File: config.mk
export PLATFORM = sky130hd
export DESIGN_NAME = bitclr_rmw
export DESIGN_NICKNAME = d
export VERILOG_FILES = /design/src/rtl/bitclr_pkg.sv /design/src/rtl/bitclr_target.sv /design/src/rtl/bitclr_seq.sv /design/src/rtl/bitclr_merge.sv /design/src/rtl/bitclr_rmw.sv
export SDC_FILE = /design/constraint.sdc
export NUM_CORES = 1
export LEC_CHECK = 0
export BUFFER_PORTS_ARGS = -buffer_cell sky130_fd_sc_hd__buf_2
export CORE_ASPECT_RATIO = 1.4
export CORE_MARGIN = 3
export CORE_UTILIZATION = 45
export DETAILED_ROUTE_END_ITERATION = 7
export PLACE_DENSITY = 0.73
export RECOVER_POWER = 25
export SETUP_SLACK_MARGIN = 0.05
export SYNTH_ARGS = -nofsm -noshare
export SYNTH_HDL_FRONTEND = slang
export SYNTH_HIERARCHICAL = 1
export SYNTH_SLANG_ARGS = --single-unit
File: constraint.sdc
create_clock -name clk -period 6.4 [get_ports clk]
set_clock_uncertainty 0.15 [all_clocks]
set_input_delay 0.32 -clock clk [delete_from_list [all_inputs] [get_ports clk]]
set_output_delay 0.32 -clock clk [all_outputs]
set_load 0.05 [all_outputs]
File: src/rtl/bitclr_pkg.sv
package bitclr_pkg;

    localparam int REG_W  = 32;
    localparam int DISP_W = 16;
    localparam int BYTE_W = 8;
    localparam int BIT_W  = $clog2(BYTE_W);

    typedef enum logic [1:0] {
        PH_IDLE  = 2'd0,
        PH_READ  = 2'd1,
        PH_MERGE = 2'd2,
        PH_WRITE = 2'd3
    } phase_t;

    typedef struct packed {
        logic [REG_W-1:0] addr;
        logic [BIT_W-1:0] bsel;
    } target_t;

    function automatic logic [REG_W-1:0] sext_disp(input logic [DISP_W-1:0] d);
        return {{(REG_W-DISP_W){d[DISP_W-1]}}, d};
    endfunction

    function automatic logic [BYTE_W-1:0] clear_bit(input logic [BYTE_W-1:0] b,
                                                     input logic [BIT_W-1:0]  n);
        logic [BYTE_W-1:0] mask;
        mask = '0;
        mask[n] = 1'b1;
        return b & ~mask;
    endfunction

endpackage

File: src/rtl/bitclr_target.sv
module bitclr_target
    import bitclr_pkg::*;
(
    input  logic              form_reg,
    input  logic [REG_W-1:0]  base_val,
    input  logic [REG_W-1:0]  bitreg_val,
    input  logic [DISP_W-1:0] disp,
    input  logic [BIT_W-1:0]  bit_imm,
    output target_t           tgt
);
    always_comb begin
        if (form_reg) begin
            tgt.addr = base_val;
            tgt.bsel = bitreg_val[BIT_W-1:0];
        end else begin
            tgt.addr = base_val + sext_disp(disp);
            tgt.bsel = bit_imm;
        end
    end
endmodule

File: src/rtl/bitclr_seq.sv
module bitclr_seq
    import bitclr_pkg::*;
(
    input  logic   clk,
    input  logic   rst,
    input  logic   start,
    output logic   accept,
    output phase_t phase
);
    phase_t phase_nx;

    assign accept = start && (phase == PH_IDLE);

    always_comb begin
        case (phase)
            PH_IDLE:  phase_nx = accept ? PH_READ : PH_IDLE;
            PH_READ:  phase_nx = PH_MERGE;
            PH_MERGE: phase_nx = PH_WRITE;
            default:  phase_nx = PH_IDLE;
        endcase
    end

    always_ff @(posedge clk) begin
        if (rst) phase <= PH_IDLE;
        else     phase <= phase_nx;
    end
endmodule

File: src/rtl/bitclr_merge.sv
module bitclr_merge
    import bitclr_pkg::*;
(
    input  logic              clk,
    input  logic              rst,
    input  logic              capture,
    input  logic [BYTE_W-1:0] rdata,
    input  logic [BIT_W-1:0]  bsel,
    output logic [BYTE_W-1:0] wdata,
    output logic              z_new
);
    logic [BYTE_W-1:0] old_byte;

    always_ff @(posedge clk) begin
        if (rst)          old_byte <= '0;
        else if (capture) old_byte <= rdata;
    end

    assign wdata = clear_bit(old_byte, bsel);
    assign z_new = ~old_byte[bsel];
endmodule

File: src/rtl/bitclr_rmw.sv
module bitclr_rmw
    import bitclr_pkg::*;
(
    input  logic              clk,
    input  logic              rst,
    input  logic              start,
    input  logic              form_reg,
    input  logic [REG_W-1:0]  base_val,
    input  logic [REG_W-1:0]  bitreg_val,
    input  logic [DISP_W-1:0] disp,
    input  logic [BIT_W-1:0]  bit_imm,
    output logic [REG_W-1:0]  mem_addr,
    output logic              mem_rd,
    output logic              mem_wr,
    output logic [BYTE_W-1:0] mem_wdata,
    input  logic [BYTE_W-1:0] mem_rdata,
    output logic              z_out,
    output logic              z_we,
    output logic              done
);
    target_t tgt_nx;
    target_t tgt_q;
    phase_t  phase;
    logic    accept;

    bitclr_target u_target (
        .form_reg   (form_reg),
        .base_val   (base_val),
        .bitreg_val (bitreg_val),
        .disp       (disp),
        .bit_imm    (bit_imm),
        .tgt        (tgt_nx)
    );

    bitclr_seq u_seq (
        .clk    (clk),
        .rst    (rst),
        .start  (start),
        .accept (accept),
        .phase  (phase)
    );

    always_ff @(posedge clk) begin
        if (rst)         tgt_q <= '0;
        else if (accept) tgt_q <= tgt_nx;
    end

    bitclr_merge u_merge (
        .clk     (clk),
        .rst     (rst),
        .capture (phase == PH_MERGE),
        .rdata   (mem_rdata),
        .bsel    (tgt_q.bsel),
        .wdata   (mem_wdata),
        .z_new   (z_out)
    );

    assign mem_addr = tgt_q.addr;
    assign mem_rd   = (phase == PH_READ);
    assign mem_wr   = (phase == PH_WRITE);
    assign done     = (phase == PH_WRITE);
    assign z_we     = (phase == PH_WRITE);
endmodule

After elaboration in Yosys (flattened, before gate mapping):

Cells that the tools add are included.

* bits of input ports: 95
* word-level logic and storage cells: 23
* output and inout bits: 45
* register bits: 45

* muxes and demuxes: 7
* eq/ne operators: 3
* reductions and logical operators: 3
* add/sub/neg operators: 1
* magnitude comparators: 2
* bitwise logic cells: 3

Operator list (count)
* two-way mux 35 bit: 1
* adder 32 bit: 1
* bitwise AND 8 bit: 1
* NOT 8 bit: 1
* case mux 2 bit (3 select lines): 1
* equality test 2 bit (second input constant): 2
* less-than comparator 3 x 4 -> 1 bit (second input constant): 1
* binary-select mux 1 bit (select 3 bit): 1
* demux 1 bit (select 3 bit): 1
* greater-or-equal comparator 3 x 1 -> 1 bit (second input constant): 1
* two-way mux 1 bit: 3
* equality test 2 x 1 -> 1 bit (second input constant): 1
* logical AND 1 bit: 2
* logical NOT 2 bit: 1
* NOT 1 bit: 1

Depth between registers and ports, before layout:

Gate-level depths: netlist (run 1).

* word-level depth: 6
* gate-level depth with buffers: 12
* gate-level depth less buffers: 12

Hierarchy:

The synthesis (run 1) kept the hierarchy.

By module, submodules not included
* bitclr_target: sequential area each 0.0 µm², times used 1, area each 2154.6 µm², cells an instance 309
* bitclr_rmw: sequential area each 700.7 µm², times used 1, area each 1546.5 µm², cells an instance 150
* bitclr_merge: sequential area each 160.2 µm², times used 1, area each 440.4 µm², cells an instance 45
* bitclr_seq: sequential area each 40.0 µm², times used 1, area each 91.3 µm², cells an instance 10

Worst setup path after synthesis (run 1):

OpenSTA, ideal clock, no wires.

* kind: input to register
* from: input base_val[0]
* to: register tgt_q, in the netlist mem_addr[30]
* path slack: 3346 ps
* path buffers: 0
* stages on the path: 12
* setup time: 123 ps
* arrival time: 2781 ps
* required time: 6127 ps
* cells stage by stage: ha_1 fa_1 a211oi_1 o21ba_1 o211ai_2 a31o_4 nand4_2 a21oi_1 or4_1 a31o_1 mux2i_1 nor2_1

RTL lines
* from (decl): line bitclr_rmw.sv:8 `input logic [REG_W-1:0] base_val,`
* to (signal assigned): line bitclr_rmw.sv:45 `else if (accept) tgt_q <= tgt_nx;`
* to (decl): line bitclr_rmw.sv:22 `target_t tgt_q;`

==> summary.txt, run 1 <==
Status: completed
GR Util All Layers: 0.188
Largest net degree at the start of global routing: 64
Clock Sinks: 45
Least-Margin Pin Slew: 1.13 ns
GP Congestion: 0.840
Max_cap viols: 0
Initial Util: 0.466
WL/cell: 14.5 um
Sw Ratio: 0.414
Nets@finish: 698
Clock share of power: 0.261
DRT antenna net count: 0
Final hold viol count: 0
Pint: 0.701 mW
Chip height: 121 um
Hold Buf Count CTS: 0
Post-CTS Resized: 0
Reg-to-Reg Start: u_seq/phase[1]$_SDFF_PP0_
Net Sw Power: 0.495 mW
Worst setup startpoint: base_val[0]
Comb power frac: 0.448
Hold Path Class: input port to register
Area of the mapped netlist: 4230 um2
YS warnings: 6
Post-Route Utilization: 0.510
Final Setup Violations: 0
Final wirelength: 9800 um
First-pass DRT Iterations: 5
Die area: 10600 um2
RSZ-0062 raised after global routing: no
Critical path's top delay family: compound AO/OA/AOI/OAI gates
# diodes: 0
Synth top cells by count: nor2_1 (60), dfxtp_1 (45), mux2i_1 (45)
Worst-path fanout max: 6
Leakage power: 2.14 nW
Async S/R FF share, synth: 0
Die X: 88.0 um
Max IR drop VDD: 0.000120 V
Initial antenna violation count: 0
Final WS setup: 3.26 ns
Row count: 41
Mapped Nets: 642
Most frequent cell after synthesis: nor2_1
Post-route DRC: 0
CTS tree: done
Hold_sp: mem_rdata[6]
Highest Clock Rate: 319 MHz
Synth top area cells: dfxtp_1 (21%), mux2i_1 (11%), ha_1 (9.5%)
EDFF count, synth: 0
TNS Setup: 0 ns
Final worst-path cycle share: 0.490
Flop pwr share: 0.291
Core area: 9080 um2
Syn Area/Cell: 8.24 um2
TritonCTS Buffers: 5
Clock latency on the worst-skew pair: 0.29 ns
Post-CTS setup buffer count: 0
Max incr delay on CP: 0.48 ns
Worst Path Buf+Inv: 1
Number of vias per cell: 5.56
Crit path launch type: input port
Root buf cell: clkbuf_16
Pre-CTS setup slack: 2.95 ns
Area Overhead vs Synth: 9.46%
DR vias: 3770
Port bufs: 110
Final min period: 3.14 ns
Area fraction of the dominant cell type after synthesis: 0.213
Critical Path End Type: register
Seq cells post-synth: 45
First-pass GRT wire length: 16400 um
Prevailing post-synth register cell: dfxtp_1
Ports: 140
Power density cells: 258 nW/um2
Critical Path, Cell by Cell: buf_2, ha_1, fa_1, a211oi_1, o21ba_1, o211ai_2, a31o_4, nand4_2, a21oi_1, or4_1, a31o_1, mux2i_1, nor2_1
Clk buf depth: 2
DPL Wire Length: 7340 um
Area leader, netlist: dfxtp_1
Critical Path AT: 3.14 ns
Clk pin slew, worst setup/hold paths: 0.07 ns
Required time worst endpoint: 6.40 ns
GRT Residual Overflow: 0
Vias in the first global route: 3740
Share of cells above drive strength 1: 0.215
Yosys cell types: 69
Syn Inst Count: 514
Crit path kind: input port to register
Post-synthesis sequential area ratio: 0.213
Pins Over Slew Limit: 0
CP max stage cell: or4_1
Max transition margin: 0.244
DRT iter0 DRCs: 107
H-Tree Depth: 2
[kinds of logic (layout without fill, tap and decap cells)]
| kind of cell | Yosys count | count (layout) | synth area share |
|---|---|---|---|
| AND/OR/NAND/NOR | 159 | 159 | 0.189 |
| AO/OA/AOI/OAI | 128 | 128 | 0.208 |
| buffers and inverters | 76 | 133 | 0.116 |
| multiplexers | 53 | 53 | 0.133 |
| flip-flops | 45 | 45 | 0.213 |
| adder cells (fa/ha/maj) | 33 | 33 | 0.0993 |
| XOR/XNOR | 20 | 20 | 0.0414 |
[cell usage in the layout (no fill, tap or decap), types with 5 or more instances in the layout]
cell type	n
mux2_2	6
nor4b_1	5
buf_2	90
clkbuf_16	5
mux2i_1	45
and3_1	6
xor2_1	7
xnor2_1	13
a31oi_1	7
o21ai_1	6
a21o_1	21
o21ai_0	24
a211oi_1	7
a21oi_1	26
nor2_1	60
clkbuf_1	20
nand3_1	13
inv_1	11
ha_1	32
dfxtp_1	45
nor2b_1	5
nand2_1	37
[power groups by stage]
stage | Combinational, mW | Clock [mW] | Sequential (mW)
6_report | 0.536 | 0.313 | 0.348
5_1_grt | 0.588 | 0.331 | 0.354
4_1_cts | 0.544 | 0.322 | 0.348
3_5_place_dp | 0.542 | 0 | 0.354
3_3_place_gp | 0.532 | 0 | 0.351
2_1_floorplan | 0.496 | 0 | 0.344
[state kept, by name, indices dropped and copies added, names as in the netlist]
| signal | cells |
|---|---|
| tgt_q | 3 |
| u_merge/old_byte | 8 |
| u_seq/phase | 2 |
| mem_addr | 32 |
[stage by stage]
step                      area, um2  cells  power, mW  hold WS (ns)
after floorplan                4230    514      0.840         0.239
after global placement         4490    670      0.884         0.316
after detailed placement       4490    670      0.896         0.326
after CTS                      4660    678       1.21         0.111
after global routing           4630    678       1.27         0.126
final                          4630    678       1.20         0.115
[per-layer routing]
metal  wire [um]  track usage  share of wire
met1        4000        0.214           0.41
met5           0            0              0
met2        5170        0.341           0.53
met4         182       0.0662          0.019
met3         446       0.0348          0.046
[worst min-delay path: cells and delay by family]
family                 cells  cell delay [ns]
buffers and inverters      1             0.08
muxes                      1             0.05
and+or+nand+nor            1             0.07
[cell type report]
cell class / instances / area [um2]
Fill cell: 903 / 4450
Multi-Input combinational cell: 393 / 2840
Sequential cell: 45 / 901
Timing Repair Buffer: 111 / 533
Tap cell: 107 / 134
Clock buffer: 5 / 125
Inverter: 14 / 52.6
Clock inverter: 3 / 47.5
[path summary, 6_finish.rpt]
kind         slack (ns)                                to  depth (start not counted)
max                3.26         mem_addr[30]$_SDFFE_PP0P_                         13
min                0.11  u_merge/old_byte[6]$_SDFFE_PP0P_                          3
max reg2reg        4.23         mem_addr[23]$_SDFFE_PP0P_                          5
min reg2reg        0.34          mem_addr[7]$_SDFFE_PP0P_                          2
(Power assumes the default switching activity.)
==> run 2, diff against run 1 <==
- clock period: 6.4 -> 3.1 ns (I/O delays scaled with it)
==> summary.txt, run 2 (synthesis gave the netlist of run 1 again) <==
Status: completed
Post-route DRC: 0 (unchanged)
Final WS setup: 0.293 ns (-2.97 ns)
Clock Sinks: 45 (unchanged)
Pins Over Slew Limit: 0 (unchanged)
Vias in the first global route: 3710 (-0.80%)
Largest net degree at the start of global routing: 63 (-1.6%)
Design Power: 2.43 mW (+100%)
Hold_ws: 0.0607 ns (-0.0541 ns)
Clock latency on the worst-skew pair: 0.29 ns (about the same)
DPL Wire Length: 7790 um (+6.2%)
Worst Path Buf+Inv: 1 (unchanged)
Commonest non-fill, non-tap cell in the layout: buf_2
Post-Place Cells: 681 (+1.6%)
Final hold viol count: 0 (unchanged)
Power density cells: 507 nW/um2 (+96%)
Critical path's top delay family: compound AO/OA/AOI/OAI gates
CTS tree: done
# diodes: 0 (unchanged)
Port bufs: 110 (unchanged)
Hold Path Class: input port to register
Final Setup Violations: 0 (unchanged)
Clk pin slew, worst setup/hold paths: 0.07 ns (about the same)
Share of cells above drive strength 1: 0.228 (+0.0130)
Final wirelength: 10200 um (+4.0%)
Core area: 9080 um2 (unchanged)
TNS Setup: 0 ns (unchanged)
Crit path kind: input port to register
Max IR drop VDD: 0.000252 V (+110%)
# fillers: 884 (-2.1%)
Crit path launch type: input port
WL/cell: 14.6 um (+1.0%)
GRT Residual Overflow: 0 (unchanged)
First-pass DRT Iterations: 4 (-1)
Row count: 41 (unchanged)
Pre-CTS setup slack: -0.0975 ns (-3.05 ns)
Highest Clock Rate: 356 MHz
CP max stage cell: or4_1
Chip height: 121 um (unchanged)
Max incr delay on CP: 0.49 ns (about the same)
Critical Path End Type: register
Least-Margin Pin Slew: 0.889 ns (-0.244 ns)
Nets@finish: 718 (+2.9%)
H-Tree Depth: 2 (unchanged)
Number of vias per cell: 5.59 (+0.59%)
Initial Util: 0.466 (unchanged)
Initial antenna violation count: 0 (unchanged)
GP Congestion: 0.841 (+0.11%)
DRT antenna net count: 0 (unchanged)
First-pass GRT wire length: 16500 um (+0.38%)
Max reg flops: 32 (unchanged)
Max transition margin: 0.406 (+0.161)
Final worst-path cycle share: 0.905
Critical Path, Cell by Cell: buf_2, ha_1, fa_1, a211oi_2, o21ba_1, o211ai_2, a31o_4, nand4_2, a21oi_1, or4_1, a31o_1, mux2i_1, nor2_1
Leakage power: 2.23 nW (+4.0%)
Required time worst endpoint: 3.10 ns (-3.30 ns)
Highest-count cells in the layout ignoring fill and taps: buf_2 (90), nor2_1 (60), mux2i_1 (45), dfxtp_1 (45), nand2_1 (37)
Post-CTS setup buffer count: 0 (unchanged)
Area Overhead vs Synth: 13.2%
Ports: 140 (unchanged)
Max_cap viols: 0 (unchanged)
Die X: 88.0 um (unchanged)
RSZ-0062 raised after global routing: no
GR Util All Layers: 0.189 (+0.000695)
TritonCTS Buffers: 5 (unchanged)
Critical Path AT: 2.81 ns (-0.33 ns)
DRT iter0 DRCs: 138 (+29%)
Fin cells: 698 (+2.9%)
Clk buf depth: 2 (unchanged)
DR vias: 3904 (+3.6%)
Root buf cell: clkbuf_16
Final min period: 2.81 ns
Worst-path fanout max: 3 (-3)
Die area: 10600 um2 (unchanged)
## run 2: cell count changes in the layout (fill, tap and decap cells not counted), sizes merged
cell         delta
inv             +1
buf            +11
bufinv          -1
dlygate4sd3     +9
## run 2: stage by stage
stage / cell area (um2) / util
global route: 4790 / 0.528
global placement: 4570 / 0.503
CTS: 4810 / 0.530
floorplan: 4230 / -
detailed placement: 4570 / 0.503
finish: 4790 / 0.528
## run 2: cell type report
type / count / area, um2 / share of cell area
Timing Repair Buffer: 131 / 706 / 0.147
Multi-Input combinational cell: 393 / 2850 / 0.594
Clock inverter: 3 / 28.8 / 0.00601
Clock buffer: 5 / 125 / 0.0261
Inverter: 14 / 52.6 / 0.0110
Tap cell: 107 / 134 / 0.0279
Sequential cell: 45 / 901 / 0.188
## run 2: final timing paths
path / startpoint / end / slack [ns] / cells after the start
worst max-delay path: base_val[0] / mem_addr[30]$_SDFFE_PP0P_ / 0.29 / 13
worst max register to register: u_seq/phase[0]$_SDFF_PP0_ / mem_addr[17]$_SDFFE_PP0P_ / 1.04 / 6
worst min register to register: mem_addr[29]$_SDFFE_PP0P_ / mem_addr[29]$_SDFFE_PP0P_ / 0.34 / 2
worst min-delay path: base_val[31] / mem_addr[31]$_SDFFE_PP0P_ / 0.06 / 4
## run 2: metal layers
layer / routed length [um] / GRT usage / vias to the layer above / part of all wire
li1: - / - / 1983 / -
met3: 443 / 0.0314 / 16 / 0.043
met1: 4230 / 0.220 / 1810 / 0.42
met2: 5360 / 0.339 / 95 / 0.53
met4: 161 / 0.0653 / 0 / 0.016
met5: 0 / 0 / - / 0
## run 2: where the power goes
group	leakage (nW)	total (mW)	internal [mW]	switching (mW)
logic	1.78	1.14	0.419	0.716
registers	0.369	0.719	0.661	0.0586
clock network	0.0767	0.574	0.311	0.263
total	2.23	2.43	1.39	1.04
## run 2: worst register-to-register path, delay by kind of cell (launching register included)
kind / cells / cell delay [ns]
flops: 1 / 0.34
fa+ha+maj: 1 / 0.15
buf+inv: 2 / 0.52
simple gates: 2 / 0.49
mux: 1 / 0.26
## run 2: timing repair
action,4_1_cts,5_1_grt
hold buffers,9,0
resized for setup,0,1
endpoints found under the hold margin,9,0
endpoints found under the setup margin,0,1
==> run 3, diff against run 2 <==
--- a/constraint.sdc
+++ b/constraint.sdc
@@ -3,3 +3,3 @@
 set_input_delay 0.155 -clock clk [delete_from_list [all_inputs] [get_ports clk]]
 set_output_delay 0.155 -clock clk [all_outputs]
-set_load 0.05 [all_outputs]
+set_load 0.005 [all_outputs]
==> summary.txt, run 3 (synthesis gave the netlist of run 1 again) <==
Worst setup startpoint: base_val[0]
DR vias: 3890 (-0.36%)
Least-Margin Pin Slew: 0.889 ns (unchanged)
First-pass GRT wire length: 16500 um (unchanged)
Reg-to-Reg Start: u_seq/phase[0]$_SDFF_PP0_
Leakage power: 2.27 nW (+1.8%)
WL/cell: 14.6 um (-0.30%)
Hold_ws: 0.0608 ns (+0.000111 ns)
H-Tree Depth: 2 (unchanged)
Highest Clock Rate: 357 MHz (+0.12%)
Row count: 41 (unchanged)
Post-CTS setup buffer count: 0 (unchanged)
Reg2reg end: mem_addr[17]$_SDFFE_PP0P_
WHS Endpoint: mem_addr[31]$_SDFFE_PP0P_
Core area: 9080 um2 (unchanged)
Post-Place Cells: 681 (unchanged)
Post-Route Utilization: 0.529 (+0.00138)
Number of vias per cell: 5.57 (-0.36%)
Max transition margin: 0.406 (unchanged)
Max_cap viols: 0 (unchanged)
Clk buf depth: 2 (unchanged)
TNS Setup: 0 ns (unchanged)
Required time worst endpoint: 3.10 ns (about the same)
Die area: 10600 um2 (unchanged)
Commonest non-fill, non-tap cell in the layout: buf_2
TritonCTS Buffers: 5 (unchanged)
RSZ-0062 raised after global routing: no
Status: completed
Pins Over Slew Limit: 0 (unchanged)
Design Power: 2.17 mW (-11%)
Port bufs: 110 (unchanged)
Max IR drop VDD: 0.000251 V (-0.49%)
GRT Residual Overflow: 0 (unchanged)
DPL Wire Length: 7790 um (unchanged)
R2R Setup Slk: 1.04 ns (about the same)
Die X: 88.0 um (unchanged)
CTS tree: done
Hold Crit Depth: 4 (unchanged)
Clock latency on the worst-skew pair: 0.29 ns (about the same)
DRT iter0 DRCs: 137 (-0.72%)
Hold Path Class: input port to register
Final Setup Violations: 0 (unchanged)
Final wirelength: 10200 um (-0.30%)
Post-route DRC: 0 (unchanged)
Worst r2r path cells: 6 (unchanged)
Ports: 140 (unchanged)
Final min period: 2.80 ns (-0.00322 ns)
First-pass DRT Iterations: 4 (unchanged)
Area Overhead vs Synth: 13.5%
Final WS setup: 0.296 ns (+0.00322 ns)
Vias in the first global route: 3710 (unchanged)
Crit path kind: input port to register
Final worst-path cycle share: 0.904 (-0.00104)
DRT antenna net count: 0 (unchanged)
Clock Sinks: 45 (unchanged)
Placed cell area: 4570 um2 (unchanged)
Crit path launch type: input port
Max reg flops: 32 (unchanged)
Nets@finish: 718 (unchanged)
Critical Path AT: 2.80 ns (about the same)
Clk pin slew, worst setup/hold paths: 0.07 ns (about the same)
GR Util All Layers: 0.189 (unchanged)
# diodes: 0 (unchanged)
Fin area: 4800 um2 (+0.26%)
Power density cells: 451 nW/um2 (-11%)
GP Congestion: 0.841 (unchanged)
Final hold viol count: 0 (unchanged)
Pre-CTS setup slack: -0.0975 ns (unchanged)
Share of cells above drive strength 1: 0.245 (+0.0169)
Critical Path End Type: register
Fin cells: 698 (unchanged)
Worst-path fanout max: 3 (unchanged)
Initial antenna violation count: 0 (unchanged)
Chip height: 121 um (unchanged)
Root buf cell: clkbuf_16
Highest-count cells in the layout ignoring fill and taps: buf_2 (100), nor2_1 (60), mux2i_1 (45), dfxtp_1 (45), nand2_1 (37)
Initial Util: 0.466 (unchanged)
Largest net degree at the start of global routing: 63 (unchanged)
Hold_sp: base_val[31]
## run 3: changes by cell type in the layout (fill, tap and decap cells not counted)
cell and delta:
clkbuf_1 -10, buf_2 +10
## run 3: worst max path at each step
stage	to	depth (start not counted)
floorplan	mem_addr[30]$_SDFFE_PP0P_	12
global placement	mem_addr[30]$_SDFFE_PP0P_	13
detailed placement	mem_addr[30]$_SDFFE_PP0P_	13
CTS	mem_addr[30]$_SDFFE_PP0P_	13
global route	mem_addr[30]$_SDFFE_PP0P_	13
finish	mem_addr[30]$_SDFFE_PP0P_	13
## run 3: cell type report
cell class	instances	area (um2)
clock buffer	5	125
clock inverter	3	28.8
fill	878	4280
inverter	14	52.6
multi-input combinational	393	2850
sequential	45	901
tap	107	134
timing repair buffer	131	718
## run 3: worst max-delay path: stages
cell and delay, ns:
buf_2 0.11, ha_1 0.22, fa_1 0.42, a211oi_2 0.24, o21ba_1 0.21, o211ai_2 0.12
a31o_4 0.27, nand4_2 0.08, a21oi_1 0.09, or4_1 0.49, a31o_1 0.23, mux2i_1 0.13
nor2_1 0.05
## run 3: routing by layer
layer | global-route usage | up-vias | part of all wire
met2 | 0.339 | 91 | 0.53
met5 | 0 | - | 0
li1 | - | 1982 | -
met1 | 0.220 | 1801 | 0.42
met4 | 0.0653 | 0 | 0.016
met3 | 0.0314 | 16 | 0.041
## run 3: report_power, final
part / internal, mW / switching (mW) / leakage (nW)
clock: 0.311 / 0.263 / 0.0767
combinational: 0.422 / 0.454 / 1.82
sequential: 0.661 / 0.0579 / 0.369
## run 3: what timing repair did
action	4_1_cts	5_1_grt
gates resized for setup	0	1
endpoints found under the setup margin	0	1
hold buffers	9	0
endpoints found under the hold margin	9	0
